$ cat src/rtl/sp_pkg.sv
`timescale 1ns/1ps
// Shared types for the asynchronous serial port: frame description,
// divide-field codes and receiver states. Assumes nothing beyond IEEE 1800.
package sp_pkg;

    typedef struct packed {
        logic eight;     // 8 data bits when set, else 7
        logic par_en;    // parity bit present
        logic par_odd;   // odd parity when set
        logic two_stop;  // two stop bits when set
    } fmt_t;

    typedef enum logic [1:0] {
        DIV_1  = 2'd0,
        DIV_16 = 2'd1,
        DIV_64 = 2'd2,
        DIV_MR = 2'd3
    } div_e;

    typedef enum logic [2:0] {
        RX_IDLE, RX_START, RX_DATA, RX_PAR, RX_STOP
    } rx_state_e;

    // Map the three-bit format code onto the frame description.
    function automatic fmt_t decode_fmt(input logic [2:0] code);
        fmt_t f;
        case (code)
            3'd0:    f = '{eight:1'b0, par_en:1'b1, par_odd:1'b0, two_stop:1'b1};
            3'd1:    f = '{eight:1'b0, par_en:1'b1, par_odd:1'b1, two_stop:1'b1};
            3'd2:    f = '{eight:1'b0, par_en:1'b1, par_odd:1'b0, two_stop:1'b0};
            3'd3:    f = '{eight:1'b0, par_en:1'b1, par_odd:1'b1, two_stop:1'b0};
            3'd4:    f = '{eight:1'b1, par_en:1'b0, par_odd:1'b0, two_stop:1'b1};
            3'd5:    f = '{eight:1'b1, par_en:1'b0, par_odd:1'b0, two_stop:1'b0};
            3'd6:    f = '{eight:1'b1, par_en:1'b1, par_odd:1'b0, two_stop:1'b0};
            default: f = '{eight:1'b1, par_en:1'b1, par_odd:1'b1, two_stop:1'b0};
        endcase
        return f;
    endfunction

endpackage

$ cat src/rtl/sp_tx.sv
`timescale 1ns/1ps
// Transmit shifter. Builds a complete frame from one character and shifts
// it out LSB first, holding each bit for reload+1 clocks.
// Assumes: start is only honoured while idle; clr returns the line to idle.
module sp_tx #(
    parameter int CNT_W   = 6,
    parameter int FRAME_W = 12
) (
    input  logic             clk,
    input  logic             rst_n,
    input  logic             clr,
    input  logic             start,
    input  logic [7:0]       data,
    input  sp_pkg::fmt_t     fmt,
    input  logic [CNT_W-1:0] reload,
    output logic             busy,
    output logic             line
);
    localparam int LEFT_W = $clog2(FRAME_W + 1);

    logic [FRAME_W-1:0] frame, sh;
    logic [LEFT_W-1:0]  nbits, left;
    logic [CNT_W-1:0]   cnt;
    logic               par;

    // Assemble start, data, parity and stop bits; unused upper bits idle high.
    always_comb begin
        par   = ^(data & (fmt.eight ? 8'hFF : 8'h7F)) ^ fmt.par_odd;
        frame = '1;
        frame[0] = 1'b0;
        for (int i = 0; i < 8; i++) begin
            if (i < 7 || fmt.eight) frame[i+1] = data[i];
        end
        if (fmt.par_en) frame[fmt.eight ? 9 : 8] = par;
        nbits = LEFT_W'(1 + (fmt.eight ? 8 : 7) + (fmt.par_en ? 1 : 0) + (fmt.two_stop ? 2 : 1));
    end

    // Load a frame when idle, then shift one bit per bit period.
    always_ff @(posedge clk) begin
        if (!rst_n || clr) begin
            busy <= 1'b0;
            sh   <= '1;
            left <= '0;
            cnt  <= '0;
        end else if (!busy) begin
            if (start) begin
                busy <= 1'b1;
                sh   <= frame;
                left <= nbits;
                cnt  <= reload;
            end
        end else if (cnt != '0) begin
            cnt <= cnt - 1'b1;
        end else begin
            sh   <= {1'b1, sh[FRAME_W-1:1]};
            cnt  <= reload;
            left <= left - 1'b1;
            if (left == LEFT_W'(1)) busy <= 1'b0;
        end
    end

    assign line = sh[0];

endmodule

$ cat src/rtl/sp_rx.sv
`timescale 1ns/1ps
// Receive sequencer. Detects a start bit, waits half a period to confirm
// it (divided modes) and then samples each bit at its centre.
// Assumes: rxd is already synchronous to clk; done is a one-cycle pulse
// with data, pe and fe valid alongside it.
module sp_rx #(
    parameter int CNT_W = 6
) (
    input  logic             clk,
    input  logic             rst_n,
    input  logic             clr,
    input  logic             rxd,
    input  logic             eight,
    input  logic             par_en,
    input  logic             par_odd,
    input  logic             div1,
    input  logic [CNT_W-1:0] reload,
    input  logic [CNT_W-1:0] half,
    output logic             done,
    output logic [7:0]       data,
    output logic             pe,
    output logic             fe
);
    import sp_pkg::*;

    rx_state_e        state;
    logic [CNT_W-1:0] cnt;
    logic [2:0]       dcount;
    logic [7:0]       sh;
    logic             par_bit;
    logic [2:0]       last;

    assign last = eight ? 3'd7 : 3'd6;

    // Walk start, data, parity and stop bits, sampling when cnt reaches 0.
    always_ff @(posedge clk) begin
        if (!rst_n || clr) begin
            state   <= RX_IDLE;
            cnt     <= '0;
            dcount  <= '0;
            sh      <= '0;
            par_bit <= 1'b0;
            done    <= 1'b0;
            data    <= '0;
            pe      <= 1'b0;
            fe      <= 1'b0;
        end else begin
            done <= 1'b0;
            case (state)
                RX_IDLE: if (!rxd) begin
                    sh     <= '0;
                    dcount <= '0;
                    if (div1) begin
                        state <= RX_DATA;
                        cnt   <= '0;
                    end else begin
                        state <= RX_START;
                        cnt   <= half;
                    end
                end
                RX_START: if (cnt != '0) begin
                    cnt <= cnt - 1'b1;
                end else if (!rxd) begin
                    state <= RX_DATA;
                    cnt   <= reload;
                end else begin
                    state <= RX_IDLE;
                end
                RX_DATA: if (cnt != '0) begin
                    cnt <= cnt - 1'b1;
                end else begin
                    sh[dcount] <= rxd;
                    cnt        <= reload;
                    dcount     <= dcount + 1'b1;
                    if (dcount == last) state <= par_en ? RX_PAR : RX_STOP;
                end
                RX_PAR: if (cnt != '0) begin
                    cnt <= cnt - 1'b1;
                end else begin
                    par_bit <= rxd;
                    cnt     <= reload;
                    state   <= RX_STOP;
                end
                RX_STOP: if (cnt != '0) begin
                    cnt <= cnt - 1'b1;
                end else begin
                    done  <= 1'b1;
                    data  <= sh;
                    fe    <= !rxd;
                    pe    <= par_en && (par_bit != (^sh ^ par_odd));
                    state <= RX_IDLE;
                end
                default: state <= RX_IDLE;
            endcase
        end
    end

endmodule

$ cat src/rtl/async_serial_port.sv
`timescale 1ns/1ps
// Asynchronous serial port top: control/status/data registers, bit-period
// selection, interrupt combination and line muxing for break and reset.
// Assumes: one register access per cycle; rxd_i, dcd_i, cts_i synchronous.
module async_serial_port #(
    parameter int MID_DIV  = 16,
    parameter int SLOW_DIV = 64,
    parameter int FRAME_W  = 12
) (
    input  logic       clk,
    input  logic       rst_n,
    input  logic       wr_en,
    input  logic       rd_en,
    input  logic       reg_sel,
    input  logic [7:0] wdata,
    output logic [7:0] rdata,
    input  logic       rxd_i,
    input  logic       dcd_i,
    input  logic       cts_i,
    output logic       txd_o,
    output logic       rts_o,
    output logic       irq_o
);
    import sp_pkg::*;

    localparam int CNT_W = $clog2(SLOW_DIV);

    logic [7:0]       ctrl_q, tdr_q, rdr_q;
    logic             tdre_q, full_q, fe_q, pe_q, ovr_q;
    div_e             div;
    fmt_t             fmt;
    logic             mr, rie, tie, brk, div1;
    logic [CNT_W-1:0] reload, half;
    logic             tx_busy, tx_line, tx_start;
    logic             rx_done, rx_pe, rx_fe;
    logic [7:0]       rx_data;
    logic             rd_clr, wr_data, tdre_vis;
    logic [7:0]       status;

    assign div  = div_e'(ctrl_q[1:0]);
    assign fmt  = decode_fmt(ctrl_q[4:2]);
    assign mr   = (div == DIV_MR);
    assign div1 = (div == DIV_1);
    assign tie  = (ctrl_q[6:5] == 2'd1);
    assign brk  = (ctrl_q[6:5] == 2'd3);
    assign rie  = ctrl_q[7];

    // Bit period reload values and half-period start confirmation delay.
    always_comb begin
        case (div)
            DIV_16: begin
                reload = CNT_W'(MID_DIV - 1);
                half   = CNT_W'(MID_DIV / 2 - 1);
            end
            DIV_64: begin
                reload = CNT_W'(SLOW_DIV - 1);
                half   = CNT_W'(SLOW_DIV / 2 - 1);
            end
            default: begin
                reload = '0;
                half   = '0;
            end
        endcase
    end

    assign rd_clr   = rd_en & reg_sel;
    assign wr_data  = wr_en & reg_sel & ~mr;
    assign tx_start = ~tdre_q & ~tx_busy & ~mr;

    sp_tx #(.CNT_W(CNT_W), .FRAME_W(FRAME_W)) i_tx (
        .clk(clk), .rst_n(rst_n), .clr(mr), .start(tx_start), .data(tdr_q),
        .fmt(fmt), .reload(reload), .busy(tx_busy), .line(tx_line)
    );

    sp_rx #(.CNT_W(CNT_W)) i_rx (
        .clk(clk), .rst_n(rst_n), .clr(mr), .rxd(rxd_i), .eight(fmt.eight),
        .par_en(fmt.par_en), .par_odd(fmt.par_odd), .div1(div1),
        .reload(reload), .half(half), .done(rx_done), .data(rx_data),
        .pe(rx_pe), .fe(rx_fe)
    );

    // Control register; hardware reset leaves the port in master reset.
    always_ff @(posedge clk) begin
        if (!rst_n)                 ctrl_q <= 8'h03;
        else if (wr_en && !reg_sel) ctrl_q <= wdata;
    end

    // Buffer flags, holding registers and error capture.
    always_ff @(posedge clk) begin
        if (!rst_n) begin
            tdr_q  <= '0;
            rdr_q  <= '0;
            tdre_q <= 1'b1;
            full_q <= 1'b0;
            fe_q   <= 1'b0;
            pe_q   <= 1'b0;
            ovr_q  <= 1'b0;
        end else if (mr) begin
            tdre_q <= 1'b1;
            full_q <= 1'b0;
            fe_q   <= 1'b0;
            pe_q   <= 1'b0;
            ovr_q  <= 1'b0;
        end else begin
            if (rd_clr) begin
                full_q <= 1'b0;
                fe_q   <= 1'b0;
                pe_q   <= 1'b0;
                ovr_q  <= 1'b0;
            end
            if (tx_start) tdre_q <= 1'b1;
            if (wr_data) begin
                tdr_q  <= wdata;
                tdre_q <= 1'b0;
            end
            if (rx_done) begin
                if (full_q && !rd_clr) begin
                    ovr_q <= 1'b1;
                end else begin
                    rdr_q  <= fmt.eight ? rx_data : {1'b0, rx_data[6:0]};
                    full_q <= 1'b1;
                    fe_q   <= rx_fe;
                    pe_q   <= rx_pe;
                end
            end
        end
    end

    assign tdre_vis = tdre_q & ~mr;
    assign irq_o    = (rie & full_q) | (tie & tdre_vis) | (rie & ovr_q);
    assign status   = {irq_o, pe_q, ovr_q, fe_q, cts_i, dcd_i, tdre_vis, full_q};
    assign rdata    = reg_sel ? rdr_q : status;
    assign rts_o    = (ctrl_q[6:5] == 2'd2);
    assign txd_o    = mr ? 1'b1 : (brk ? 1'b0 : tx_line);

endmodule

$ cat config.mk
export PLATFORM = sky130hd
export DESIGN_NAME = async_serial_port
export DESIGN_NICKNAME = d
export VERILOG_FILES = /design/src/rtl/sp_pkg.sv /design/src/rtl/sp_tx.sv /design/src/rtl/sp_rx.sv /design/src/rtl/async_serial_port.sv
export SDC_FILE = /design/constraint.sdc
export NUM_CORES = 1
export LEC_CHECK = 0
export BUFFER_PORTS_ARGS = -buffer_cell sky130_fd_sc_hd__buf_2
export CORE_ASPECT_RATIO = 0.7
export CORE_UTILIZATION = 55
export DETAILED_ROUTE_END_ITERATION = 8
export PLACE_DENSITY_LB_ADDON = 0.12
export SETUP_SLACK_MARGIN = 0.05
export SYNTH_ARGS = -nofsm -noshare
export SYNTH_HDL_FRONTEND = slang
export SYNTH_SLANG_ARGS = --single-unit
$ cat constraint.sdc
create_clock -name clk -period 2.8 [get_ports clk]
set_input_delay 0.14 -clock clk [delete_from_list [all_inputs] [get_ports clk]]
set_output_delay 0.14 -clock clk [all_outputs]
set_load 0.01 [all_outputs]
==> impl_metrics.toml, run 1 <==
[status]
outcome = "complete, no violations"

[power]
p_clk_share_pct = 34.1
switching_share_pct = 26.48
p_switching_uw = 590.5
pwr-share-comb_pct = 12.1
p_leak_uw = 0.001759
ir_worst_vdd_uv = 325.1
intPower_uw = 1640
cellPowerDensity_nw_per_um2 = 480.1
pwr-share-seq_pct = 53.8

[sta]
hold_ws_ns = 0.04400
hold_viol_final = 0
setup_viol = 0
rsz0062_at_grt = "false"
layout_min_cycle_time_ns = 2.245
period_share_pct = 80.19
fin_ws_ns = 0.5547
fmax_ghz = 0.4454
slew_viol_final = 0
max_slew.worst_pin.slew_ns = 0.8019
slew_headroom_pct = 46.54
clock_skew_ns = 0.005958
setup_tns_ns = 0

[yosys]
ys_warn_count = 0
syn-num-nets = 528
synth-compound-area-share_pct = 19.71
yosys-top-cells-area = "dfxtp_1 38%, mux2i_1 6.3%, nand2_1 5.5%, xnor2_1 4.3%, nor2b_1 3.9%"
synth_xor_area_share_pct = 5.523
synth_mux_area_share_pct = 7.849
synth_area_leader_cell = "dfxtp_1"
synth-simple-area-share_pct = 20.52
post_synth_fa_ha_maj_area_fraction_pct = 3.953
yosysMostFrequentCell = "dfxtp_1"
ys_types = 56
synth_top_family_by_area = "simple AND/OR/NAND/NOR gates"
ys_seq_elements = 82
yosysTopAreaCellShare_pct = 38.14
ys.flop_type = "dfxtp_1"
ys_seq_area_share_pct = 38.14
synth_edf_count = 0
syn_area_per_cell_um2 = 8.626
syn-instance-count = 499
netlist_area_um2 = 4304
yosys-top-cells-count = "82 x dfxtp_1, 63 x nand2_1, 35 x nor2_1"
synthArstFlopShare_pct = 0

[critical_path]
arrival_ns = 2.48
cp-end-kind = "register"
cp_max_fo = 8
critPathRequiredTime_ns = 3.03
r2r_setup_slack_ns = 0.55
start_kind = "register"
setup.worst_path.start = "ctrl_q[4]"
regToRegStartpoint = "ctrl_q[4]"
r2r_cells = 12
r2r_end = "i_tx.left[2]"
crit_type = "register to register"

[cells_and_area]
drive_gt1_share_pct = 12.16
fin_nets = 542
area_delta_synth_final_pct = 7.936
fillers = 660
n_antenna_cell = 0
finalInstanceArea_um2 = 4646

[min_path]
hp-class = "input pin to register"
hold_start = "wdata[1]"
holdPathStages = 3
holdPathEnd = "ctrl_q[1]"

[detailed_routing]
drt_iter0_markers = 240
vias = 3515
via_per_inst = 5.706
wl_per_cell_um = 15.56
antenna_left = 0
drc = 0
drtPass1Iterations = 4
wl_um = 9585

[global_route]
grt_pass1_vias = 3288
grt_max_degree = 27
grt_overflow = 0
gr-usage-all-layers_pct = 24.89
grt_pass1_wl_um = 15880
antenna_found_initial = 0

[floorplanning]
die_h_um = 76.02
rows = 26
core_um2 = 7450
initial_core_util_pct = 57.78
die_w_um = 107.7
io_pins = 27
die_area_um2 = 8189

[clocking]
cts-buffers-inserted = 9
cts_tree = "yes"
cts-resized-gates = 0
postCtsHoldBufs = 0
clkLatencyLatePin_ns = 0.36
cts_setup_buffers = 0
clockBufferDepth = 2
root_buffer = "clkbuf_8"
clock-sinks = 82
clk_pin_slew_worst_paths_ns = 0.08
cts_max_level = 3

[job]
maxCapViolations = 0

[place]
gp_congestion = 0.8434
pre_cts_ws_ns = 0.5684
dpl_cell_area_um2 = 4481
place_hpwl_um = 7057
numPortBuffers = 26
[per-layer routing]
metal	up-vias	global-route usage, %	part of all wire, %
met5	-	0	0
met4	0	5.753	0.79
met3	8	7.271	4.2
met2	70	37.37	44
met1	1657	35.10	51
li1	1780	-	-
[logic make-up (layout without fill, tap and decap cells)]
logic type,count (synthesis),in the layout
and+or+nand+nor,177,177
DFF,82,82
xor gates and xnor gates,24,24
muxes,33,33
AOI/OAI and AO/OA,123,123
buffers and inverters,47,66
adders and majority gates,13,13
[worst max-delay path: stages, from the launching register on]
cell and delay [ns]:
dfxtp_1 0.48, nand2b_1 0.16, inv_1 0.12, ha_1 0.24
inv_1 0.06, ha_1 0.13, inv_1 0.05, fa_1 0.37
xnor2_1 0.13, nor2_1 0.10, a31oi_1 0.05, o22ai_1 0.17
nor2_1 0.05
[cell usage in the layout (no fill, tap or decap), types with 2 or more instances in the layout]
cell type,instances
dfxtp_1,82
nand2_1,63
nor2_1,35
a21oi_1,29
mux2i_1,27
nor2b_1,27
buf_2,26
xnor2_1,21
inv_1,19
o21ai_0,15
nor3_1,13
a211oi_1,12
ha_1,12
o211ai_1,11
a21boi_0,10
clkbuf_8,10
nand2b_1,9
a22oi_1,8
nand3_1,7
a31oi_1,7
mux2_2,6
buf_4,5
o22ai_1,4
and2_1,4
a32oi_1,4
clkbuf_1,4
nand4_1,3
a21o_1,3
or2_2,3
o21a_1,3
xnor3_1,2
o311ai_0,2
o221a_1,2
a2111oi_2,2
or3_1,2
nor3b_1,2
nand3b_1,2
[power groups by stage]
stage / clock (µW) / sequential [µW] / combinational [µW]
3_5_place_dp: 0 / 1230 / 268
3_3_place_gp: 0 / 1220 / 262
6_report: 761 / 1200 / 270
5_1_grt: 829 / 1200 / 298
2_1_floorplan: 0 / 1220 / 208
4_1_cts: 780 / 1200 / 269
[per-stage QoR]
step | cells | utilization, % | power (µW)
global placement | 600 | 60.14 | 1487
detailed placement | 600 | 60.14 | 1494
CTS | 616 | 62.36 | 2248
global route | 616 | 62.36 | 2328
floorplan | 499 | - | 1425
finish | 616 | 62.36 | 2230
[final cells by class]
| cell class | instances | area (µm²) | area share (%) |
|---|---|---|---|
| multi-input combinational | 370 | 2477 | 53.33 |
| sequential | 82 | 1642 | 35.34 |
| timing repair buffer | 31 | 167.7 | 3.609 |
| clock buffer | 14 | 152.6 | 3.286 |
| tap | 98 | 122.6 | 2.639 |
| inverter | 19 | 71.32 | 1.535 |
| clock inverter | 2 | 12.51 | 0.2693 |
[how the worst max path moves through the flow]
stage | depth (start not counted) | end | slack (ns)
floorplan | 13 | i_tx.left[2] | 0.70
global placement | 12 | i_tx.left[2] | 0.65
detailed placement | 12 | i_tx.left[2] | 0.57
CTS | 12 | i_tx.left[2] | 0.55
global route | 12 | i_tx.left[2] | 0.35
finish | 12 | i_tx.left[2] | 0.55
[sequential cells by signal, indices dropped and copies added (netlist names), 3 cells and up]
signal / flops
i_rx.dcount: 3
i_tx.sh: 10
i_rx.cnt: 6
i_rx.data: 8
i_rx.sh: 8
rdr_q: 8
i_rx.state: 3
i_tx.left: 4
i_tx.cnt: 6
ctrl_q: 8
tdr_q: 8
No activity file was read; power rests on OpenSTA's default activity.
==> run 2, diff against run 1 <==
Clock period 2.8 ns to 2.2 ns, I/O delays scaled along.
==> impl_metrics.toml, run 2 (synthesized netlist as in run 1, its figures left out) <==
[cells_and_area]
fin_nets = 559
fillers = 620
fin_cells = 633
final_common_cell = "dfxtp_1"
drive_gt1_share_pct = 16.45
seqCellArea_um2 = 1647
area_delta_synth_final_pct = 14.77
regMostFlops = "i_tx.sh"
n_antenna_cell = 0
multi_input_area_um2 = 2536
largest_register_ff_count = 10
final_cell_mix = "80 x dfxtp_1, 62 x nand2_1, 34 x nor2_1, 29 x a21oi_1"

[sta]
slew_headroom_pct = 57.49
rsz0062_at_grt = "true"
max_slew.worst_pin.slew_ns = 0.6363
hold_viol_final = 0
period_share_pct = 92.94
slew_viol_final = 0
fmax_ghz = 0.4891
layout_min_cycle_time_ns = 2.045
clock_skew_ns = 0.007251
setup_viol = 0
setup_tns_ns = 0

[critical_path]
critPathSlowestCell = "dfxtp_4"
arrival_ns = 2.30
crit_top_cell = "inv_1"
max_stage_delay_ns = 0.39
crit_type = "register to register"
critPathRequiredTime_ns = 2.45
start_kind = "register"
cp-end-kind = "register"
path_cells = "a21o_1, inv_1, ha_1, inv_1, ha_1, inv_1, fa_2, xnor2_2, nor2_1, a31oi_1, o22ai_1, nor2_1"
cp_max_fo = 6

[detailed_routing]
routed-wl-met2_um = 4369
drt-met1-wl_um = 4871
wl_um = 9767
drt_iter0_markers = 289
vias = 3635
via_per_inst = 5.742
wl_met3_um = 380
drc = 0
wl_per_cell_um = 15.43
drtPass1Iterations = 4
dr.max_layer_used = "met4"
antenna_left = 0

[global_route]
grt_max_degree = 42
grt_overflow = 0
gr-usage-all-layers_pct = 25.35
grt_pass1_vias = 3329
antenna_found_initial = 0
grt_pass1_wl_um = 16080

[power]
p_clk_share_pct = 40.9
pwr-share-comb_pct = 11.9
p_switching_uw = 796.8
cellPowerDensity_nw_per_um2 = 653.0
pwr-share-seq_pct = 47.2
intPower_uw = 2429
fin_total_pwr_uw = 3226
switching_share_pct = 24.70
ir_worst_vdd_uv = 556.8
p_leak_uw = 0.001892

[clocking]
clkLatencyLatePin_ns = 0.36
clock-sinks = 82
clockBufferDepth = 2
cts-buffers-inserted = 9
clk_pin_slew_worst_paths_ns = 0.08
cts_tree = "yes"
root_buffer = "clkbuf_8"
cts_max_level = 3

[place]
gp_congestion = 0.8453
dp_cells = 611
place_hpwl_um = 6894
numPortBuffers = 26

[min_path]
hp-class = "input pin to register"

[floorplanning]
rows = 26
die_h_um = 76.02
initial_core_util_pct = 57.78
die_w_um = 107.7
core_um2 = 7450
io_pins = 27
die_area_um2 = 8189

[job]
maxCapViolations = 0

[status]
outcome = "complete, no violations"
-- run 2: power groups by stage --
stage	Combinational [µW]	Clock [µW]	Sequential, µW
after floorplan	265	0	1550
after global placement	349	0	1560
after detailed placement	354	0	1560
after CTS	362	1350	1520
after global routing	421	1410	1530
final	383	1320	1520
-- run 2: per-layer routing --
metal / track usage [%] / up-vias
met1: 36.45 / 1734
met2: 37.44 / 65
met4: 7.534 / 0
li1: - / 1822
met3: 6.245 / 14
met5: 0 / -
-- run 2: final timing paths --
check,from,endpoint,slack (ns),cells after the start
max,ctrl_q[4],i_tx.left[2],0.16,12
min reg2reg,i_rx.data[6],i_rx.data[6],0.46,2
min,wdata[4],tdr_q[4],0.02,3
max reg2reg,ctrl_q[4],i_tx.left[2],0.16,12
-- run 2: timing repair --
| action | CTS | global route |
|---|---|---|
| hold buffers | 4 | 1 |
| endpoints found under the hold margin | 4 | 1 |
| gates resized for setup | 0 | 13 |
| endpoints found under the setup margin | 0 | 10 |
| setup buffers | 0 | 1 |
-- run 2: worst max-delay path, delay by kind of cell, from the launching register on --
family	cells	cell delay, ns
fa+ha+maj	3	0.74
compound gates	3	0.37
xor+xnor	1	0.14
simple gates	2	0.16
buf+inv	3	0.14
flops	1	0.39
-- run 2: per-stage QoR --
step                      utilization (%)  hold slack [ns]  cell area (µm²)  setup WS, ns
after floorplan                         -           0.2476             4304        0.1027
after global placement              61.42           0.3697             4576        0.2077
after detailed placement            61.42           0.3772             4576        0.1356
after CTS                           65.22         0.008957             4858        0.1015
after global routing                66.31          0.03503             4940      -0.06045
final                               66.31          0.02349             4940        0.1553
-- run 2: final cells by class --
class,count,area share [%]
inverter,19,1.444
sequential,82,33.33
timing repair buffer,48,6.484
tap,98,2.482
clock inverter,6,2.330
clock buffer,10,2.584
multi-input combinational,370,51.34
